==> config.mk <==
export PLATFORM = sky130hd
export DESIGN_NAME = lead_run_encoder
export DESIGN_NICKNAME = d
export VERILOG_FILES = /design/src/rtl/lead_run_pkg.sv /design/src/rtl/lead_run_locate.sv /design/src/rtl/lead_run_binarize.sv /design/src/rtl/lead_run_encoder.sv
export SDC_FILE = /design/constraint.sdc
export NUM_CORES = 1
export LEC_CHECK = 0
export ABC_AREA = 1
export BUFFER_PORTS_ARGS = -buffer_cell sky130_fd_sc_hd__clkbuf_2
export CAP_MARGIN = 15
export CELL_PAD_IN_SITES_DETAIL_PLACEMENT = 0
export CELL_PAD_IN_SITES_GLOBAL_PLACEMENT = 1
export CORE_ASPECT_RATIO = 0.8
export CORE_MARGIN = 2
export CORE_UTILIZATION = 37
export DETAILED_ROUTE_END_ITERATION = 12
export PLACE_DENSITY_LB_ADDON = 0.15
export SYNTH_ARGS = -nofsm -noshare
export SYNTH_HDL_FRONTEND = slang
export SYNTH_SLANG_ARGS = --single-unit
==> constraint.sdc <==
create_clock -name clk -period 1.08 [get_ports clk]
set_input_delay 0.054 -clock clk [delete_from_list [all_inputs] [get_ports clk]]
set_output_delay 0.054 -clock clk [all_outputs]
set_load 0.02 [all_outputs]
==> src/rtl/lead_run_pkg.sv <==
package lead_run_pkg;

  // Upper bound on the sample width supported by the helper functions (N <= 10).
  localparam int unsigned MAXW = 1023;

  typedef logic [MAXW-1:0] wide_vec_t;
  typedef logic [MAXW:0]   wide_pos_t;

  // Sample width for a count width n.
  function automatic int unsigned sample_width(input int unsigned n);
    return (32'd1 << n) - 32'd1;
  endfunction

  // Length of the leading run of v[w-1:0] that matches the top bit v[w-1].
  function automatic int unsigned lead_run(input wide_vec_t v, input int unsigned w);
    int unsigned run;
    logic        stop;
    logic        ref_bit;
    run     = 0;
    stop    = 1'b0;
    ref_bit = v[w-1];
    for (int i = int'(w) - 1; i >= 0; i--) begin
      if (!stop) begin
        if (v[i] == ref_bit) run = run + 1;
        else                 stop = 1'b1;
      end
    end
    return run;
  endfunction

  // Mask of the one-hot positions 0..w whose index has bit b set.
  function automatic wide_pos_t pos_mask(input int unsigned b, input int unsigned w);
    wide_pos_t m;
    m = '0;
    for (int unsigned k = 0; k <= w; k++) m[k] = ((k >> b) & 32'd1) != 0;
    return m;
  endfunction

endpackage

==> src/rtl/lead_run_locate.sv <==
// Stage 1: marks where the leading run ends as a one-hot position.
// Bit k of pos_q is set when the run is exactly k bits long (k = 1..W).
module lead_run_locate #(
  parameter int unsigned N = 5,
  localparam int unsigned W = (1 << N) - 1
) (
  input  logic         clk,
  input  logic         rst_n,
  input  logic [W-1:0] vec_i,
  output logic [W:0]   pos_q,
  output logic         pol_q
);

  logic         pol_w;
  logic [W-1:0] mism_w;   // mism_w[i]: i-th bit from the top differs from polarity
  logic [W:0]   clean_w;  // clean_w[k]: first k bits from the top all match
  logic [W:0]   pos_next;

  assign pol_w      = vec_i[W-1];
  assign clean_w[0] = 1'b1;

  generate
    for (genvar i = 0; i < int'(W); i++) begin : g_scan
      assign mism_w[i]     = vec_i[W-1-i] ^ pol_w;
      assign clean_w[i+1]  = clean_w[i] & ~mism_w[i];
      assign pos_next[i]   = clean_w[i] & mism_w[i];
    end
  endgenerate

  assign pos_next[W] = clean_w[W];

  always_ff @(posedge clk or negedge rst_n) begin
    if (!rst_n) begin
      pos_q <= '0;
      pol_q <= 1'b0;
    end else begin
      pos_q <= pos_next;
      pol_q <= pol_w;
    end
  end


  pos_onehot_chk: assert property (@(posedge clk) disable iff (!rst_n)
    $past(rst_n) |-> ($onehot(pos_q) && !pos_q[0]));

endmodule

==> src/rtl/lead_run_binarize.sv <==
// Stage 2: converts the one-hot run end to binary and derives the event flag.
// The registered output polarity doubles as the previous-sample polarity.
module lead_run_binarize #(
  parameter int unsigned N = 5,
  localparam int unsigned W = (1 << N) - 1
) (
  input  logic         clk,
  input  logic         rst_n,
  input  logic [W:0]   pos_i,
  input  logic         pol_i,
  output logic [N-1:0] cnt_q,
  output logic         pol_q,
  output logic         evt_q
);

  import lead_run_pkg::*;

  logic [N-1:0] cnt_next;
  logic         flip_w;

  generate
    for (genvar b = 0; b < int'(N); b++) begin : g_bit
      localparam wide_pos_t MASK = pos_mask(b, W);
      assign cnt_next[b] = |(pos_i & MASK[W:0]);
    end
  endgenerate

  assign flip_w = pol_i ^ pol_q;

  always_ff @(posedge clk or negedge rst_n) begin
    if (!rst_n) begin
      cnt_q <= '0;
      pol_q <= 1'b0;
      evt_q <= 1'b0;
    end else begin
      cnt_q <= cnt_next;
      pol_q <= pol_i;
      evt_q <= flip_w;
    end
  end


  cnt_nonzero_chk: assert property (@(posedge clk) disable iff (!rst_n)
    ($past(rst_n) && $past(pos_i != '0)) |-> (cnt_q != '0));

endmodule

==> src/rtl/lead_run_encoder.sv <==
module lead_run_encoder #(
  parameter int unsigned N = 5,
  localparam int unsigned W = (1 << N) - 1
) (
  input  logic         clk,
  input  logic         rst_n,
  input  logic [W-1:0] vec_i,
  output logic [N-1:0] cnt_o,
  output logic         pol_o,
  output logic         evt_o
);

  import lead_run_pkg::*;

  logic [W:0] s1_pos;
  logic       s1_pol;

  lead_run_locate #(.N(N)) u_locate (
    .clk   (clk),
    .rst_n (rst_n),
    .vec_i (vec_i),
    .pos_q (s1_pos),
    .pol_q (s1_pol)
  );

  lead_run_binarize #(.N(N)) u_binarize (
    .clk   (clk),
    .rst_n (rst_n),
    .pos_i (s1_pos),
    .pol_i (s1_pol),
    .cnt_q (cnt_o),
    .pol_q (pol_o),
    .evt_q (evt_o)
  );

  // Pipeline fill tracker for the checks: pipe_full once two samples
  // taken after reset have reached the outputs.
  logic [1:0] fill_q;
  logic       pipe_full;

  always_ff @(posedge clk or negedge rst_n) begin
    if (!rst_n)              fill_q <= 2'd0;
    else if (fill_q != 2'd2) fill_q <= fill_q + 2'd1;
  end

  assign pipe_full = (fill_q == 2'd2);


  run_count_chk: assert property (@(posedge clk) disable iff (!rst_n)
    pipe_full |-> (int'(cnt_o) == int'(lead_run(wide_vec_t'($past(vec_i, 2)), W))));


  polarity_chk: assert property (@(posedge clk) disable iff (!rst_n)
    pipe_full |-> (pol_o == $past(vec_i[W-1], 2)));


  full_run_chk: assert property (@(posedge clk) disable iff (!rst_n)
    (pipe_full && ($past(vec_i, 2) == '0 || $past(vec_i, 2) == '1)) |-> (cnt_o == N'(W)));


  event_chk: assert property (@(posedge clk) disable iff (!rst_n)
    evt_o == (pol_o != $past(pol_o)));


  reset_quiet_chk: assert property (@(posedge clk)
    !rst_n |-> (cnt_o == '0 && !pol_o && !evt_o));

endmodule

After elaboration in Yosys (flattened, before gate mapping)
Index checks and enable logic that the tools add are counted.
Widths: inputs -> output; s select.
{ "totals": {"reg_bits": 39, "in_bits": 33} }
{ "op_classes": {"n_bitwise": 119, "reduce_logical": 5} }
{ "op_table": {"columns": ["operator", "n"], "rows": [
  ["$reduce_or 16->1", 5],
  ["$and 1x1->1", 58],
  ["$xor 1x1->1", 31],
  ["$not 1->1", 30]
]} }

Longest topological paths before layout
Gate-level depths: netlist of run 1.
{ "depth": {"depth_word": 31, "mapped_depth": 18, "depth_no_buf": 18} }

Modules after synthesis
From an unflattened synthesis of run 1, not the netlist that was laid out.
{ "hier_totals": {"hier_cells": 193, "hier_area_um2": 1895.6} }
{ "modules_own_cells": {"columns": ["mod", "instances", "cells_each", "area_each_um2"], "rows": [
  ["lead_run_locate", 1, 133, 1508.9],
  ["lead_run_binarize", 1, 60, 386.6]
]} }

Worst setup path after synthesis of run 1
OpenSTA, ideal clock, no wires.
{ "synth_timing": {"kind": "input port to flip-flop", "start": "input port vec_i[30]", "end": "register u_locate.pos_q[30]", "t_arrival_ps": 1999, "required_ps": 1008, "slack_ps": -991, "path_stages": 16, "path_buffers": 1, "path_cell_list": "buf_6 -> xnor2_2 -> nand4_2 -> nor2_2 -> nand4_2 -> nor2_2 -> nand4_2 -> nor2_2 -> nand4_2 -> nor2_2 -> nand4_2 -> nor2_2 -> nand4_2 -> nor2_2 -> nand4_2 -> nor2_1"} }
{ "synth_between": {"elab_chain_len": 31, "word_cells_on_any_way": 88, "classes_between": "88 x bitwise"} }
{ "synth_lines": {"columns": ["item", "line", "rtl"], "rows": [
  ["start: declaration", "lead_run_encoder.sv:7", "input logic [W-1:0] vec_i,"],
  ["$xor 1x1->1", "lead_run_locate.sv:24", "assign mism_w[i] = vec_i[W-1-i] ^ pol_w;"],
  ["$not 1->1", "lead_run_locate.sv:25", "assign clean_w[i+1] = clean_w[i] & ~mism_w[i];"],
  ["$and 1x1->1 (28 in a row)", "lead_run_locate.sv:25", null],
  ["$and 1x1->1 *", "lead_run_locate.sv:26", "assign pos_next[i] = clean_w[i] & mism_w[i];"],
  ["net u_locate.pos_next[30]", "lead_run_locate.sv:17", "logic [W:0] pos_next;"],
  ["end signal: assignment", "lead_run_locate.sv:37", "pos_q <= pos_next;"],
  ["end: declaration", "lead_run_locate.sv:10", "output logic [W:0] pos_q,"]
]} }
Mark *: on every way through the listed nets, which the timed path passes. The rest lies on a longest branch.

Final worst setup path of run 1
{ "layout_timing": {"start": "input port vec_i[30]", "end": "register u_locate.pos_q[27]"} }
{ "layout_between": {"elab_chain_len": 28, "word_cells_on_any_way": 79, "classes_between": "79 x bitwise"} }
{ "layout_lines": {"columns": ["item", "line"], "rows": [
  ["$xor 1x1->1", "lead_run_locate.sv:24"],
  ["$not 1->1", "lead_run_locate.sv:25"],
  ["$and 1x1->1 (25 in a row)", "lead_run_locate.sv:25"],
  ["$and 1x1->1 *", "lead_run_locate.sv:26"],
  ["net u_locate.pos_next[27]", "lead_run_locate.sv:17"]
]} }
Marks and branches as above.

==> metrics, run 1 <==
Via Count=approximately 1500; H-tree levels=2; final hold slack=roughly 0.047 ns; WP data required=~1.3 ns; ys flop type=dfrtp_1; Yosys top cell area share=roughly 54%; clock buffer depth=2; Hold Path Class=primary input to flip-flop; CTS root buffer=clkbuf_8; vias per inst=roughly 4.5; PnR worst setup slack=-0.9586 ns; maximum net fanout on the critical path=5; flops & latches, synth=39; yosys warns=0; CTS buffer count=5; input/output buffers=39; reg2reg start=u_locate.pos_q[15]; die area=between 0.005 and 0.006 mm^2; RSZ-0062 raised after global routing=true; Setup TNS Final=-12.23 ns; Gate Count Post-Synth=~170; Starting Density=between 30% and 40%; # rows=22; final WL=3.848 mm; number of diodes=0; Tcrit/Tclk final=188.8%; Wirelength per Cell=around 12 um; WS Path Type=primary input to flip-flop; largest net degree at the start of global routing=40; first-pass GRT wire length=roughly 6.4 mm; final cell count without fillers=around 330; Area Growth Syn to Fin=61.14%; CTS sink count=39; fin util=between 60 and 70%; detailed-route DRC error count=0; share of cells above drive strength 1=between 50 and 60%; cells on worst reg2reg path=4; grt peak-use layer=met2; met3 Use GR=slightly above 4%; cell with the most instances after synthesis=dfrtp_1; Slew HR=approximately two thirds; Unique masters post-synth=19; Core Area=roughly 0.0047 mm^2; LEAKAGE=1.477 nW; initial antenna violation count=0; vias in the first global route=between 1000 and 1500; synthesized area=0.001819 mm^2; Worst VDD drop=~0.9 mV; worst reg2reg endpoint=u_binarize.cnt_q[1]; Max Cap Viol=0; ranking of synthesized cells by area=dfrtp_1, xnor2_1, xnor2_2, nor2_1, nand4_2; CTS tree=yes; Detail Route Antenna Nets=0; Final Cell Area=between 0.002 and 0.003 mm^2; final RePlAce weighted congestion=just over 0.7; Die Width=between 80 and 90 um; IO Pins=40; Post-Place Cells=slightly above 300; syn_area_per_cell=approximately 11 um^2; HPWL after DPL=around 2.8 mm; Slew Viols, Final=0; DRT iter0 DRCs=40; FMAX=490.5 MHz; failing checks=negative setup slack; Slew @ Worst Pin=around 0.47 ns; Crit. End Element=flip-flop; Synth async-reset ratio=100.0%; Vert. Die Dim=around 67 um; # nets final=303; grt ovf=0; R2R setup slack=-0.07 ns; status=complete, but fails checks; Final Hold Viols=0; Synth area leader=dfrtp_1; GRT Total Usage=15.69%; crit path launch type=primary input; EDFF count, synth=0; Final min period=2.039 ns; Final Setup Violations=22; drt first pass iters=4; pwr dens=about 1200 mW/mm^2; CP endpoint=u_locate.pos_q[27]; CP arrival=between 2 and 2.5 ns; GR met1 Demand/Resource=roughly a fifth; Reg clk slew, reported paths=about 0.07 ns; CP startpoint=vec_i[30]; sequential share of the synthesized area=a little over half; FILL cells=400; Net Count, Synth=between 200 and 250; met2 Use GR=26.51%; Clock Skew=~0.0065 ns; Area after DPL=approximately 0.0025 mm^2; synth cell count leaders=dfrtp_1, nor2_1, xnor2_1; worst-skew pair later-pin latency=between 0.2 and 0.3 ns
-- worst min-delay path by stage --
| stage | from | depth (start not counted) | end | slack, ns |
|---|---|---|---|---|
| floorplan | rst_n | 0 | u_binarize.cnt_q[0] | -0.24 |
| global placement | rst_n | 2 | u_locate.pos_q[1] | 0.12 |
| detailed placement | rst_n | 2 | u_locate.pos_q[1] | 0.13 |
| CTS | vec_i[28] | 3 | u_locate.pos_q[2] | 0.05 |
| global route | vec_i[28] | 3 | u_locate.pos_q[2] | 0.06 |
| finish | vec_i[28] | 3 | u_locate.pos_q[2] | 0.05 |
-- worst max-delay path, stage by stage --
cell,delay [ns]
clkbuf_16,0.13
buf_12,0.14
xnor2_4,0.18
nand4_2,0.15
nor2_2,0.14
nand4_2,0.11
nor2_2,0.13
nand4_2,0.10
nor2_2,0.13
nand4_2,0.11
nor2_2,0.14
nand4_2,0.15
nor2_4,0.16
nand4_4,0.11
buf_4,0.16
nor3_1,0.13
-- metrics by stage --
step / setup slack [ns] / total power [mW]
floorplan: -0.9593 / 1.831
global placement: -1.239 / 2.130
detailed placement: -1.342 / 2.149
CTS: -0.9940 / 3.578
global route: -1.156 / 3.744
finish: -0.9586 / 3.568
-- power by group --
group / internal (mW) / total (mW) / switching [mW]
sequential: 1.50 / 1.52 / 0.0197
clock: 0.923 / 1.38 / 0.462
combinational: 0.351 / 0.668 / 0.317
-- final cells by class --
| class | count | area, um^2 | share of cell area, % |
|---|---|---|---|
| Multi-Input combinational cell | 115 | 1006 | 34.31 |
| Timing Repair Buffer | 98 | 700.7 | 23.90 |
| Clock inverter | 2 | 60.06 | 2.049 |
| Sequential cell | 39 | 975.9 | 33.29 |
| Inverter | 11 | 41.29 | 1.408 |
| Tap cell | 60 | 75.07 | 2.561 |
| Clock buffer | 6 | 72.57 | 2.475 |
-- metal layers --
metal / vias up / part of all wire, %
li1: 754 / -
met1: 684 / 43
met2: 32 / 52
met3: 6 / 3.8
met4: 0 / 1.4
met5: - / 0
-- state kept, by name, summed over array words and instances (netlist names) --
| name | cells |
|---|---|
| u_binarize.cnt_q | 5 |
| u_binarize.evt_q | 1 |
| u_binarize.pol_q | 1 |
| u_locate.pol_q | 1 |
| u_locate.pos_q | 31 |
-- kinds of logic (layout without fill, tap and decap cells) --
family,after synthesis,count (layout),synth area share (%)
buffers and inverters,14,117,3.439
xor gates and xnor gates,29,29,16.85
and+or+nand+nor,85,85,25.79
AOI/OAI and AO/OA,1,1,0.2748
DFF,39,39,53.65
-- placed cells by master (no fill, tap or decap), types with 4 or more instances in the layout --
cell,count
inv_1,11
dfrtp_1,39
clkbuf_2,38
nand4_1,4
xnor2_2,5
buf_6,4
nor2_1,18
nand4_2,6
buf_4,52
nand2_2,4
nor3_1,4
nor2_2,10
nor3b_2,4
xnor2_1,19
nor2_4,4
nor3_2,4
clkbuf_8,5
nand2_1,11
-- what timing repair did --
action / in CTS / in global routing
hold buffers: 1 / 0
buffers inserted: 8 / 6
setup endpoints to repair: 24 / 27
resized for setup: 30 / 16
gates cloned: 0 / 0
pin swaps: 10 / 10
endpoints found under the hold margin: 39 / 0
No activity file was read; power rests on OpenSTA's default activity.
==> run 2: changes to the inputs <==
- ABC_AREA: 1 -> default
- CORE_UTILIZATION: 37 -> 40
- SYNTH_HIERARCHICAL: default -> 1
- clock period: 1.08 -> 2.3 ns (I/O delays scaled with it)
==> metrics, run 2 <==
status=complete, no violations; Reg with most FFs=u_locate/pos_q; H-tree levels=2 (unchanged); grt ovf=0 (unchanged); Die Width=82.15 um (-0.30%); Worst path depth=5 (-11); critical path, cell by cell=clkbuf_2 -> or4_1 -> mux2i_1 -> nand2_1 -> nor4_1; synthesized area=0.001954 mm^2 (+7.4%); RSZ-0062 raised after global routing=false; fin util=50.40% (-13 points); LEAKAGE=1.066 nW (-28%); Tcrit/Tclk final=between 70% and 80%; drt first pass iters=4 (unchanged); share of cells above drive strength 1=21.37% (-36 points); cells on worst reg2reg path=3 (-1); FMAX=611.1 MHz; CP arrival=1.82 ns (-0.41 ns); DRT iter0 DRCs=97 (+140%); syn_area_per_cell=9.487 um^2 (-12%); final RePlAce weighted congestion=0.7784 (+7.3%); Final Hold Viols=0 (unchanged); Starting Density=42.01% (+2.9 points); worst reg2reg endpoint=u_binarize/cnt_q[3]; Critical Path Slowest Stage Cell=or4_1; WS Path Type=primary input to flip-flop; Vert. Die Dim=66.52 um (-0.30%); Largest register FFs=31 (unchanged); vias per inst=5.166 (+16%); number of diodes=0 (unchanged); Final Cell Area=0.002345 mm^2 (-20%); # nets final=280 (-7.6%); Clock Skew=0.001740 ns (-0.004728 ns); Slew Viols, Final=0 (unchanged); Via Count=1591 (+7.8%); Overall Power=1.447 mW (-59%); R2R setup slack=0.89 ns (+0.96 ns); Setup TNS Final=0 ns (+12.23 ns); largest net degree at the start of global routing=40 (unchanged); clock buffer depth=2 (unchanged); Hold Path Depth=2 (-1); CP max stage delay=0.58 ns (+0.40 ns); commonest non-fill, non-tap cells in the layout=clkbuf_2, dfrtp_1, nor3_1, nor2_1, nand2_1; yosys warns=6 (+6); worst-skew pair later-pin latency=0.28 ns (about the same); die area=0.005465 mm^2 (-0.60%); Top Family by Delay on Critical Path=simple AND/OR/NAND/NOR gates; CTS root buffer=clkbuf_8; final WL=3.921 mm (+1.9%); input/output buffers=39 (unchanged); Reg clk slew, reported paths=0.07 ns (about the same); HPWL after DPL=2.958 mm (+4.9%); PnR worst setup slack=0.6635 ns (+1.622 ns); initial antenna violation count=0 (unchanged); Final Setup Violations=0 (-100%); GRT Total Usage=15.98% (+0.30 points); WP data required=2.48 ns (+1.21 ns); Max Cap Viol=0 (unchanged); reg2reg start=u_locate/pos_q[31]; crit path launch type=primary input; IO Pins=40 (unchanged); Crit. End Element=flip-flop; Slew HR=39.78% (-29 points); Final min period=about 1.6 ns; Slew @ Worst Pin=0.9032 ns (+0.4290 ns); detailed-route DRC error count=0 (unchanged); # rows=22 (unchanged); CTS tree=yes; CP endpoint=u_locate/pos_q[30]; first-pass GRT wire length=6.603 mm (+3.7%); maximum net fanout on the critical path=13 (+8); Wirelength per Cell=12.73 um (+9.5%); Net Count, Synth=239 (+19%); Buf/Inv on CP=1 (-2); Area after DPL=0.002217 mm^2 (-9.8%); largest registers=u_locate/pos_q (31), u_binarize/cnt_q (5); Gate Count Post-Synth=206 (+23%); Hold Path Class=primary input to flip-flop; CTS buffer count=5 (unchanged); Core Area=0.004652 mm^2 (unchanged); CP startpoint=vec_i[30]; CTS sink count=39 (unchanged); Worst VDD drop=0.4507 mV (-50%); vias in the first global route=1403 (-3.8%); Place WS=0.3545 ns (+1.696 ns); Detail Route Antenna Nets=0 (unchanged); Area Growth Syn to Fin=19.97%; pwr dens=617.3 mW/mm^2 (-49%)
## run 2: cell type report
class                   count  area (um^2)
fillers                   439         2307
flip-flops and latches     39        975.9
multi-input cells         157        932.1
repair buffers             43        240.2
clock buffers               6        82.58
well taps                  60        75.07
clock inverters             2        35.03
inverters                   1        3.754
## run 2: through the flow
stage	hold WS, ns	std cells
floorplan	-0.1806	206
finish	0.04200	308
CTS	0.03379	308
global route	0.03447	308
detailed placement	0.2797	299
global placement	0.2775	299
## run 2: worst min-delay path by stage
stage / startpoint / to / slack (ns)
finish: vec_i[25] / u_locate/pos_q[5] / 0.04
detailed placement: rst_n / u_binarize/cnt_q[4] / 0.28
floorplan: rst_n / u_binarize/cnt_q[0] / -0.18
CTS: vec_i[25] / u_locate/pos_q[5] / 0.03
global route: vec_i[25] / u_locate/pos_q[5] / 0.03
global placement: rst_n / u_binarize/cnt_q[4] / 0.28
## run 2: layer usage
metal	track usage [%]	vias up	share of wire [%]
li1	-	839	-
met1	25.02	702	55
met2	21.34	45	39
met3	3.794	5	4.9
met4	5.000	0	0.94
met5	0	-	0
## run 2: power breakdown
| part | internal, mW | leakage (nW) | switching (mW) |
|---|---|---|---|
| registers | 0.700 | 0.529 | 0.00465 |
| logic | 0.0699 | 0.476 | 0.104 |
| clock network | 0.350 | 0.0612 | 0.219 |
| total | 1.12 | 1.07 | 0.327 |
## run 2: timing repair
item,in CTS,in global routing
gates resized for setup,0,0
setup buffers,0,0
hold endpoints to repair,39,0
hold buffers,1,0
